$ cat config.mk
export PLATFORM = sky130hd
export DESIGN_NAME = hostbus_front
export DESIGN_NICKNAME = d
export VERILOG_FILES = /design/src/rtl/hb_pkg.sv /design/src/rtl/hb_sync.sv /design/src/rtl/hb_addr_latch.sv /design/src/rtl/hb_xfer.sv /design/src/rtl/hostbus_front.sv
export SDC_FILE = /design/constraint.sdc
export NUM_CORES = 1
export LEC_CHECK = 0
export BUFFER_PORTS_ARGS = -buffer_cell sky130_fd_sc_hd__buf_4
export CORE_MARGIN = 5
export CORE_UTILIZATION = 47
export DETAILED_ROUTE_END_ITERATION = 10
export PLACE_DENSITY = 0.84
export SLEW_MARGIN = 30
export SYNTH_ARGS = -nofsm -noshare
export SYNTH_HDL_FRONTEND = slang
export SYNTH_SLANG_ARGS = --single-unit
$ cat constraint.sdc
create_clock -name clk -period 1.51 [get_ports clk]
set_input_delay 0.2265 -clock clk [delete_from_list [all_inputs] [get_ports clk]]
set_output_delay 0.2265 -clock clk [all_outputs]
set_load 0.03 [all_outputs]
$ cat src/rtl/hb_pkg.sv
`timescale 1ns/1ps
package hb_pkg;
   typedef enum logic [1:0] {
      HB_SEP_PLAIN = 2'b00,
      HB_SEP_LATCH = 2'b01,
      HB_MUXED     = 2'b10,
      HB_SERIAL    = 2'b11
   } hb_mode_e;
endpackage

$ cat src/rtl/hb_sync.sv
`timescale 1ns/1ps
// Register pipeline for a bundle of host pins; all bits share the same delay.
module hb_sync #(
   parameter int             W       = 8,
   parameter int             STAGES  = 2,
   parameter logic [W-1:0]   RST_VAL = '0
) (
   input  logic         clk,
   input  logic         rst_n,
   input  logic [W-1:0] d,
   output logic [W-1:0] q
);
   generate
      if (STAGES < 0) begin : g_bad_depth
         $error("hb_sync: STAGES must not be negative");
      end
      if (STAGES == 0) begin : g_pass
         assign q = d;
      end else begin : g_pipe
         logic [W-1:0] stg [STAGES];
         always_ff @(posedge clk or negedge rst_n) begin
            if (!rst_n) begin
               for (int i = 0; i < STAGES; i++) stg[i] <= RST_VAL;
            end else begin
               stg[0] <= d;
               for (int i = 1; i < STAGES; i++) stg[i] <= stg[i-1];
            end
         end
         assign q = stg[STAGES-1];
      end
   endgenerate
endmodule

$ cat src/rtl/hb_addr_latch.sv
`timescale 1ns/1ps
// Holds the address captured under the latch strobe.
module hb_addr_latch #(
   parameter int AW = 8,
   parameter int DW = 8
) (
   input  logic          clk,
   input  logic          rst_n,
   input  logic          active,
   input  logic          use_latch,
   input  logic          muxed,
   input  logic          latch_s,
   input  logic [AW-1:0] addr_s,
   input  logic [DW-1:0] ad_s,
   output logic [AW-1:0] addr_q
);
   logic take;
   assign take = active && use_latch && latch_s;

   always_ff @(posedge clk or negedge rst_n) begin
      if (!rst_n)    addr_q <= '0;
      else if (take) addr_q <= muxed ? ad_s[AW-1:0] : addr_s;
   end

   p_latch_hold_r3: assert property (@(posedge clk) disable iff (!rst_n)
      !(active && latch_s) |=> $stable(addr_q))
      else $error("latched address changed without latch strobe");
endmodule

$ cat src/rtl/hb_xfer.sv
`timescale 1ns/1ps
// Turns strobe edges into request/grant transactions, drives ready and read data.
module hb_xfer #(
   parameter int AW = 8,
   parameter int DW = 8
) (
   input  logic          clk,
   input  logic          rst_n,
   input  logic          active,
   input  logic          direct,
   input  logic          rd_s,
   input  logic          wr_s,
   input  logic [AW-1:0] addr_direct,
   input  logic [AW-1:0] addr_latched,
   input  logic [DW-1:0] wdata_s,
   input  logic          mem_gnt,
   input  logic [DW-1:0] mem_rdata,
   output logic          mem_req,
   output logic          mem_we,
   output logic [AW-1:0] mem_addr,
   output logic [DW-1:0] mem_wdata,
   output logic          rdy_pull,
   output logic          rd_oe,
   output logic [DW-1:0] rd_data
);
   logic rd_prev, wr_prev, rd_done;
   logic rd_fall, wr_fall, idle, start_rd, start_wr;

   assign rd_fall  = active && !rd_s && rd_prev;
   assign wr_fall  = active && !wr_s && wr_prev;
   assign idle     = !mem_req && !rd_done;
   assign start_rd = idle && rd_fall;
   assign start_wr = idle && wr_fall && !rd_fall;

   always_ff @(posedge clk or negedge rst_n) begin
      if (!rst_n) begin
         rd_prev <= 1'b1;
         wr_prev <= 1'b1;
      end else begin
         rd_prev <= rd_s;
         wr_prev <= wr_s;
      end
   end

   always_ff @(posedge clk or negedge rst_n) begin
      if (!rst_n) begin
         mem_req   <= 1'b0;
         mem_we    <= 1'b0;
         mem_addr  <= '0;
         mem_wdata <= '0;
      end else if (start_rd || start_wr) begin
         mem_req   <= 1'b1;
         mem_we    <= start_wr;
         mem_addr  <= direct ? addr_direct : addr_latched;
         mem_wdata <= wdata_s;
      end else if (mem_req && mem_gnt) begin
         mem_req   <= 1'b0;
      end
   end

   always_ff @(posedge clk or negedge rst_n) begin
      if (!rst_n) begin
         rd_done <= 1'b0;
         rd_data <= '0;
      end else if (mem_req && mem_gnt && !mem_we) begin
         rd_data <= mem_rdata;
         rd_done <= active && !rd_s;
      end else if (!active || rd_s) begin
         rd_done <= 1'b0;
      end
   end

   assign rdy_pull = mem_req && !mem_gnt;
   assign rd_oe    = active && !rd_s && rd_done;

   p_req_hold_r5: assert property (@(posedge clk) disable iff (!rst_n)
      mem_req && !mem_gnt |=> mem_req && $stable(mem_addr) && $stable(mem_we) && $stable(mem_wdata))
      else $error("request dropped or changed before grant");

   p_rdy_pending_r7: assert property (@(posedge clk) disable iff (!rst_n)
      rdy_pull |-> mem_req && !mem_gnt)
      else $error("ready pulled without an outstanding request");

   p_oe_clean_r8: assert property (@(posedge clk) disable iff (!rst_n)
      rd_oe |-> !mem_req && !rdy_pull)
      else $error("data driven while access pending");
endmodule

$ cat src/rtl/hostbus_front.sv
`timescale 1ns/1ps
module hostbus_front #(
   parameter int AW          = 8,
   parameter int DW          = 8,
   parameter int SYNC_STAGES = 2
) (
   input  logic          clk,
   input  logic          rst_n,
   input  logic [1:0]    mode_sel,
   input  logic          cs_n,
   input  logic          ale,
   input  logic          rd_n,
   input  logic          wr_n,
   input  logic [AW-1:0] addr_in,
   input  logic [DW-1:0] ad_in,
   output logic [DW-1:0] ad_out,
   output logic          ad_oe,
   output logic          rdy_pull,
   output logic          mem_req,
   output logic          mem_we,
   output logic [AW-1:0] mem_addr,
   output logic [DW-1:0] mem_wdata,
   input  logic          mem_gnt,
   input  logic [DW-1:0] mem_rdata
);
   import hb_pkg::*;

   localparam int           PW      = 4 + AW + DW;
   localparam logic [PW-1:0] PIN_RST = {1'b1, 1'b0, 1'b1, 1'b1, {(AW+DW){1'b0}}};

   generate
      if (AW > DW) begin : g_bad_width
         $error("hostbus_front: AW must fit on the data lines for multiplexed mode");
      end
      if (AW < 1 || DW < 1) begin : g_bad_size
         $error("hostbus_front: widths must be positive");
      end
      if (SYNC_STAGES < 1) begin : g_bad_sync
         $error("hostbus_front: at least one input register stage is required");
      end
   endgenerate

   hb_mode_e      mode;
   logic [PW-1:0] pins_s;
   logic          cs_s, ale_s, rd_s, wr_s, active;
   logic [AW-1:0] addr_s, addr_q;
   logic [DW-1:0] ad_s;

   assign mode = hb_mode_e'(mode_sel);

   hb_sync #(.W(PW), .STAGES(SYNC_STAGES), .RST_VAL(PIN_RST)) u_sync (
      .clk   (clk),
      .rst_n (rst_n),
      .d     ({cs_n, ale, rd_n, wr_n, addr_in, ad_in}),
      .q     (pins_s)
   );

   assign {cs_s, ale_s, rd_s, wr_s, addr_s, ad_s} = pins_s;
   assign active = (mode != HB_SERIAL) && !cs_s;

   hb_addr_latch #(.AW(AW), .DW(DW)) u_latch (
      .clk       (clk),
      .rst_n     (rst_n),
      .active    (active),
      .use_latch (mode != HB_SEP_PLAIN),
      .muxed     (mode == HB_MUXED),
      .latch_s   (ale_s),
      .addr_s    (addr_s),
      .ad_s      (ad_s),
      .addr_q    (addr_q)
   );

   hb_xfer #(.AW(AW), .DW(DW)) u_xfer (
      .clk          (clk),
      .rst_n        (rst_n),
      .active       (active),
      .direct       (mode == HB_SEP_PLAIN),
      .rd_s         (rd_s),
      .wr_s         (wr_s),
      .addr_direct  (addr_s),
      .addr_latched (addr_q),
      .wdata_s      (ad_s),
      .mem_gnt      (mem_gnt),
      .mem_rdata    (mem_rdata),
      .mem_req      (mem_req),
      .mem_we       (mem_we),
      .mem_addr     (mem_addr),
      .mem_wdata    (mem_wdata),
      .rdy_pull     (rdy_pull),
      .rd_oe        (ad_oe),
      .rd_data      (ad_out)
   );

   p_serial_quiet_r1: assert property (@(posedge clk) disable iff (!rst_n)
      (mode == HB_SERIAL) |-> !mem_req && !ad_oe && !rdy_pull)
      else $error("activity in serial mode");

   p_cs_ignore_r2: assert property (@(posedge clk) disable iff (!rst_n)
      cs_s |=> !$rose(mem_req))
      else $error("request started while deselected");
endmodule

; ---- Word level (Yosys, flattened, before mapping)
; Index checks and enable logic that the tools add are counted.
[totals]
elab_cells = 49
reg_bits = 77
in_bits = 33
[op_classes]
n_reduce_logical = 30
mux = 6
eq_ne = 2
[ops]
columns = operator, n
row1 = 8-bit 2-to-1 mux, 2
row2 = 1-bit logical AND, 15
row3 = 1-bit logical NOT, 9
row4 = 2-bit nonzero test, 3
row5 = 1-bit 2-to-1 mux, 4
row6 = 2-bit equality test (second input constant), 1
row7 = 2-bit logical NOT, 1
row8 = 1-bit logical OR, 2
row9 = 2-bit inequality test (second input constant), 1

; ---- Longest topological paths before layout
; Gate-level depths: netlist of the first run.
[logic_depth]
depth_word = 8
ltp_mapped = 4
ltp_nobuf = 3

; ---- Hierarchy
; Synthesis of the first run repeated with hierarchy kept, for this count alone.
[hier_totals]
hier_cells = 178
area_unflattened_um2 = 2862.7
[modules_own_cells]
columns = module, area_per_inst_um2, instances, cells_each
row1 = hb_xfer, 1214.9, 1, 76
row2 = hb_sync, 1158.6, 1, 60
row3 = hb_addr_latch, 465.4, 1, 38
row4 = hostbus_front, 23.8, 1, 4

; ---- Worst setup path after synthesis of the first run
; OpenSTA, ideal clock, no wires.
[synth_path]
path_kind = reg2reg
from = register u_xfer.mem_req
to = register u_xfer.mem_addr[5]
setup_time_ps = 125
required_ps = 1385
stages_incl_launch_ff = 5
t_arrival_ps = 1431
slack_ps = -46
path_buffers = 1
cell_sequence = dfrtp_1 -> a2111oi_4 -> o21ai_2 -> buf_6 -> mux2_4
[synth_via]
elab_chain_cells = 5
elab_cells_between_ends = 6
cone_classes = reduce/logical (6)
[synth_rtl]
columns = element, line
row1 = start: declaration, hb_xfer.sv:18  ; output logic mem_req,
row2 = start signal: assignment, hb_xfer.sv:47  ; mem_req <= 1'b0;
row3 = start signal: assignment, hb_xfer.sv:52  ; mem_req <= 1'b1;
row4 = start signal: assignment, hb_xfer.sv:57  ; mem_req <= 1'b0;
row5 = 1-bit logical NOT (*), hb_xfer.sv:31  ; assign idle = !mem_req && !rd_done;
row6 = 1-bit logical AND (*), hb_xfer.sv:31
row7 = 1-bit logical AND (2 in series), hb_xfer.sv:33  ; assign start_wr = idle && wr_fall && !rd_fall;
row8 = 1-bit logical OR (*), hb_xfer.sv:51  ; end else if (start_rd || start_wr) begin
row9 = end signal: assignment, hb_xfer.sv:54  ; mem_addr <= direct ? addr_direct : addr_latched;
row10 = end: declaration, hb_xfer.sv:20  ; output logic [AW-1:0] mem_addr,
; Every way passes the cells marked *; elsewhere a longest branch is shown, timed or not.
; A chain may end at the register's enable or synchronous reset.

; ---- Final worst setup path of the first run
[layout_path]
from = register u_sync.g_pipe.stg (netlist bit u_sync.q[19])
to = output ad_oe
[layout_via]
elab_chain_cells = 4
[layout_rtl]
columns = element, line
row1 = start: declaration, hb_sync.sv:20  ; logic [W-1:0] stg [STAGES];
row2 = 1-bit logical NOT, hostbus_front.sv:59  ; assign active = (mode != HB_SERIAL) && !cs_s;
row3 = 1-bit logical AND, hostbus_front.sv:59
row4 = 1-bit logical AND (2 in series), hb_xfer.sv:74  ; assign rd_oe = active && !rd_s && rd_done;
row5 = end: declaration, hostbus_front.sv:17  ; output logic ad_oe,
; No other way between the ends.

==> run metrics, run 1 <==
Worst Setup End Kind=output pin; CTS buffer count=9; ANT nets after route=0; kind of critical path=reg -> out; Total GRT Usage=14.94%; GP Congestion=0.7199; grt ovf=0; Clock Latency Late Sink=0.34 ns; Crit path arrival time=1.28 ns; Clock Sinks=77; cell with the most instances after synthesis=dfrtp_1; Final period util=99.52%; min Tclk post-route=1.503 ns; post-synthesis simple-gate area fraction=2.669%; mux cell area share after synthesis=21.49%; layout cells sized above 1=58.73%; Final setup viols=0; drt via density=4.698; first-pass GRT wire length=8128 um; Compound-Gate Fraction of Synth Area=2.341%; # fillers=388; IO Count=61; Final Non-Filler Cells=324; reg2reg path depth=4; Register-to-Register Setup Slack=0.02 ns; outcome=completed; Max VDD drop=0.0008467 V; core area=0.005507 mm2; Synth Area in Adders=0%; Multi-input gate area=724.4 um2; Final WS setup=0.007267 ns; slew margin rel.=70.62%; max-slew violations=0; CTS clk-pin slew, worst paths=0.08 ns; Avg Cell Area, Syn=18.43 um2; Leak Pwr=1.720 nW; Iter 0 DRT Violations=27; P&R area growth vs syn=39.00%; Total Power=5.762 mW; clock root cell=clkbuf_8; drt pass-1 iters=3; dpl ws=0.02767 ns; number of core rows=27; RSZ-0062 raised after global routing=true; Clock Skew=0.01186 ns; EDFF count, synth=0; Worst Hold Depth=2; endpoints failing hold=0; Yosys top cell area share=64.61%; Worst R2R End=u_xfer.mem_addr[6]$_DFFE_PN0P_; Inst Count DP=284; top cells by count, synth=dfrtp_1 (69), mux2_2 (39), mux2_4 (9), dfstp_2 (8), nor2b_1 (4); Startpoint Class=flop; vias=1522; Netlist Area Pre-Place=0.002673 mm2; final wirelength=4977 um; Synth Area in XOR/XNOR=0.3277%; vias in the first global route=1687; asr flop ratio synth=100.0%; synth top area cells=dfrtp_1 (65%), mux2_2 (16%), dfstp_2 (7.9%); syn_nets=178; CP Max Fanout=3; YS warnings=0; FF+latch count, synth=77; Storage cell area=0.001938 mm2; max_cap viols=0; IO Port Bufs=60; Hold Crit Class=in -> reg; Least-Margin Pin Slew=0.4407 ns; htree depth=3; Die ar.=0.007294 mm2; clk buf depth=2; Seq/Total Area, Yosys=72.47%; Cell variety after synth=20; pin count of the biggest net entering global routing=37; worst min-delay path startpoint=mem_rdata[3]; Syn Inst Count=145; die span in y=85.41 um; HPWL Detailed=3592 um; DR WL/cell=15.36 um; PD cells=1551 mW/mm2; ANT cells=0; FMAX=665.5 MHz; Hold EP=u_xfer.rd_data[3]$_DFFE_PN0P_; Synth Flop Type=dfrtp_1; DRC violations left=0; CTS tree=done; r2r startpoint=u_xfer.mem_req$_DFFE_PN0P_; final core occ=67.46%; main combinational cell family by area after synthesis=multiplexers; # nets final=280; die width=85.41 um; initial antenna violation count=0; Required @ worst endpoint=1.28 ns; cell taking the most area after synthesis=dfrtp_1; Starting Density=48.53%
## how the worst max path moves through the flow
stage / start / to / slack [ns]
after floorplan: u_sync.q[16]$_DFF_PN1_ / u_xfer.mem_addr[5]$_DFFE_PN0P_ / 0.003
after global placement: mode_sel[0] / u_xfer.mem_wdata[6]$_DFFE_PN0P_ / 0.05
after detailed placement: mode_sel[0] / u_xfer.mem_addr[6]$_DFFE_PN0P_ / 0.03
after CTS: u_sync.q[17]$_DFF_PN1_ / ad_oe / 0.004
after global routing: u_sync.q[19]$_DFF_PN1_ / ad_oe / -0.07
final: u_sync.q[19]$_DFF_PN1_ / ad_oe / 0.007
## worst max-delay path, cell delays in order, from the launching register on
cell and delay (ns):
dfstp_2 0.39, a211oi_2 0.24, and2_4 0.18, buf_6 0.12
## per-layer routing
layer	wire length (um)	vias to the layer above	share of wire (%)	track usage [%]
li1	-	707	-	-
met1	1928	771	39	16.97
met2	2728	33	55	25.49
met3	185	11	3.7	3.398
met4	134	0	2.7	9.065
met5	0	-	0	0
## cells in the final DEF (no fill, tap or decap)
cell and instances:
a2111oi_4 1, a211oi_2 1, a21boi_0 1, a21oi_1 1, a31oi_1 1, and2_4 1, buf_12 1, buf_4 68
buf_6 3, bufinv_16 1, clkbuf_1 2, clkbuf_8 9, clkinv_2 3, clkinvlp_4 1, dfrtp_1 68, dfrtp_2 1
dfstp_2 8, dlygate4sd3_1 21, inv_1 1, mux2_2 39, mux2_4 9, nand2b_1 1, nand3b_1 1, nor2_1 2
nor2b_1 4, nor3b_4 1, o21ai_2 1, xnor2_1 1
## state kept, by name, indices dropped and copies added (netlist names), 8 cells and up
name               flops
u_latch.addr_q         8
u_sync.g_pipe.stg     20
u_sync.q              20
u_xfer.mem_addr        8
u_xfer.rd_data         8
u_xfer.mem_wdata       8
## where the power goes
group          switching [mW]  internal [mW]  leakage (nW)
clock network           0.693          0.756        0.0931
logic                   0.865          0.792         0.729
registers               0.212           2.44         0.898
total                    1.77           3.99          1.72
## logic make-up after synthesis
| family | Yosys count |
|---|---|
| AOI/OAI and AO/OA | 6 |
| xor gates and xnor gates | 1 |
| buffers and inverters | 3 |
| DFF | 77 |
| muxes | 48 |
| and+or+nand+nor | 10 |
## area by class of cell
class	instances	area share [%]
multi-input cells	65	19.50
inverters	1	0.1010
clock buffers	11	3.537
well taps	72	2.425
flip-flops and latches	77	52.17
repair buffers	93	20.85
clock inverters	5	1.415
## metrics by stage
step | instance area [um2] | setup TNS (ns) | hold WS [ns]
finish | 3715 | 0 | 0.1146
global route | 3715 | -0.1741 | 0.09756
CTS | 3697 | 0 | 0.1007
detailed placement | 3279 | 0 | 0.2047
global placement | 3279 | 0 | 0.1970
floorplan | 2674 | 0 | -0.06909
## timing repair
item,4_1_cts,5_1_grt
gates resized for setup,2,3
pin swaps,2,3
hold buffers,21,0
setup endpoints to repair,1,17
setup buffers,2,1
endpoints found under the hold margin,46,0
No activity file was read; power rests on OpenSTA's default activity.
==> inputs of run 2 (changes only) <==
CTS_BUF_LIST = sky130_fd_sc_hd__clkbuf_4 sky130_fd_sc_hd__clkbuf_8 sky130_fd_sc_hd__clkbuf_16   (was default)
==> run 2 against run 1 <==
  * First-iteration DRC count is 11% higher
  * Highest routed layer unchanged
  * Clock-buffer cell count is the same
  * Combinational power hardly changed
  * Clock skew shrank 0.0022 ns
  * Register-to-register slack is essentially flat
  * Sequential share of layout area shrank 0.11 points
  * Critical path depth is the same
  * Largest power group unchanged
==> run metrics, run 2 (synthesis results as in run 1) <==
Starting Density=48.53% (unchanged); dpl ws=0.02767 ns (unchanged); Required @ worst endpoint=1.28 ns (about the same); Max VDD drop=0.0008477 V (+0.12%); htree depth=3 (unchanged); Max stage delay cell, worst path=dfstp_2; DR WL/cell=15.41 um (+0.30%); PD cells=1559 mW/mm2 (+0.49%); FMAX=665.5 MHz (about the same); Final setup viols=0 (unchanged); max-slew violations=0 (unchanged); CTS clk-pin slew, worst paths=0.08 ns (about the same); Final Non-Filler Cells=324 (unchanged); drt via density=4.682 (-0.33%); Final period util=99.51% (about the same); vias=1517 (-0.33%); critical path cell sequence=a211oi_2 -> and2_4 -> buf_6; die width=85.41 um (unchanged); RSZ-0062 raised after global routing=true; Crit path arrival time=1.28 ns (about the same); max_cap viols=0 (unchanged); clock root cell=clkbuf_8; final wirelength=4992 um (+0.30%); Startpoint Class=flop; Hold Crit Class=in -> reg; most frequent cells in the layout=buf_4 (68), dfrtp_1 (68), mux2_2 (39), dlygate4sd3_1 (21); Clock Sinks=77 (unchanged); Clock Skew=0.009623 ns (-0.002242 ns); DRC violations left=0 (unchanged); kind of critical path=reg -> out; Largest stage delay, worst path=0.39 ns (about the same); Worst Setup End Kind=output pin; CTS tree=done; vias in the first global route=1689 (+0.12%); GP Congestion=0.7199 (unchanged); endpoints failing hold=0 (unchanged); slew margin rel.=70.21% (-0.41 points); Least-Margin Pin Slew=0.4468 ns (+0.006084 ns); Iter 0 DRT Violations=30 (+11%); IO Port Bufs=60 (unchanged); P&R area growth vs syn=39.28%; Die ar.=0.007294 mm2 (unchanged); number of core rows=27 (unchanged); outcome=completed; Clock Latency Late Sink=0.34 ns (about the same); first-pass GRT wire length=8169 um (+0.50%); Total GRT Usage=15.00% (+0.062 points); # nets final=280 (unchanged); core area=0.005507 mm2 (unchanged); initial antenna violation count=0 (unchanged); grt ovf=0 (unchanged); Final WS setup=0.007437 ns (+0.0001706 ns); Inst Count DP=284 (unchanged); CTS buffer count=9 (unchanged); die span in y=85.41 um (unchanged); Leak Pwr=1.727 nW (+0.40%); layout cells sized above 1=59.52% (+0.79 points); ANT nets after route=0 (unchanged); CP Max Fanout=3 (unchanged); clk buf depth=2 (unchanged); min Tclk post-route=1.503 ns (-0.0001706 ns); drt pass-1 iters=3 (unchanged); IO Count=61 (unchanged); pin count of the biggest net entering global routing=37 (unchanged); ANT cells=0 (unchanged); HPWL Detailed=3592 um (unchanged)
==> run 2: per-layer routing <==
layer  routed length [um]  vias up  track usage [%]
met3                  185       11            3.398
met4                  134        0            9.065
met1                 1913      765            17.03
li1                     -      708                -
met2                 2758       33            25.64
met5                    0        -                0
==> run 2: repair_timing <==
item / in CTS / in global routing
endpoints found under the setup margin: 1 / 17
setup buffers: 2 / 1
hold buffers: 21 / 0
resized for setup: 2 / 3
pin swaps: 2 / 3
hold endpoints to repair: 46 / 0
==> run 2: report_power, final <==
group / leakage, nW / internal, mW / switching [mW]
clock: 0.0999 / 0.792 / 0.697
combinational: 0.729 / 0.792 / 0.864
sequential: 0.898 / 2.44 / 0.212
==> run 2: area by class of cell <==
cell class | instances | area, um2
Tap cell | 72 | 90.09
Multi-Input combinational cell | 65 | 724.4
Clock buffer | 11 | 138.9
Inverter | 1 | 3.754
Sequential cell | 77 | 1938
Fill cell | 384 | 1784
Clock inverter | 5 | 52.55
Timing Repair Buffer | 93 | 774.5
==> run 2: critical path, delay by kind of cell, from the launching register on <==
family	cells	cell delay, ns
simple gates	1	0.18
compound gates	1	0.24
flops	1	0.39
buf+inv	1	0.12
==> run 2: through the flow <==
| stage | util, % | hold WS, ns | power [mW] | cell area, um2 | TNS, ns |
|---|---|---|---|---|---|
| after floorplan | - | -0.06909 | 3.619 | 2674 | 0 |
| after global placement | 59.55 | 0.1970 | 4.262 | 3279 | 0 |
| after detailed placement | 59.55 | 0.2047 | 4.324 | 3279 | 0 |
| after CTS | 67.28 | 0.09966 | 5.857 | 3705 | 0 |
| after global routing | 67.60 | 0.09464 | 6.058 | 3722 | -0.1829 |
| final | 67.60 | 0.1157 | 5.803 | 3722 | 0 |
==> run 2: path summary, 6_finish.rpt <==
kind,slack (ns),to,from,cells after the start
hold reg to reg,0.35,u_sync.q[0]$_DFF_PN0_,u_sync.g_pipe.stg[20]$_DFF_PN0_,0
min in group asynchronous,0.37,u_xfer.mem_wdata[5]$_DFFE_PN0P_,rst_n,2
setup / recovery,0.007,ad_oe,u_sync.q[19]$_DFF_PN1_,3
max in group asynchronous,0.61,u_sync.q[3]$_DFF_PN0_,rst_n,3
hold / removal,0.12,u_xfer.rd_data[3]$_DFFE_PN0P_,mem_rdata[3],2
setup reg to reg,0.02,u_xfer.mem_addr[6]$_DFFE_PN0P_,u_xfer.mem_req$_DFFE_PN0P_,4
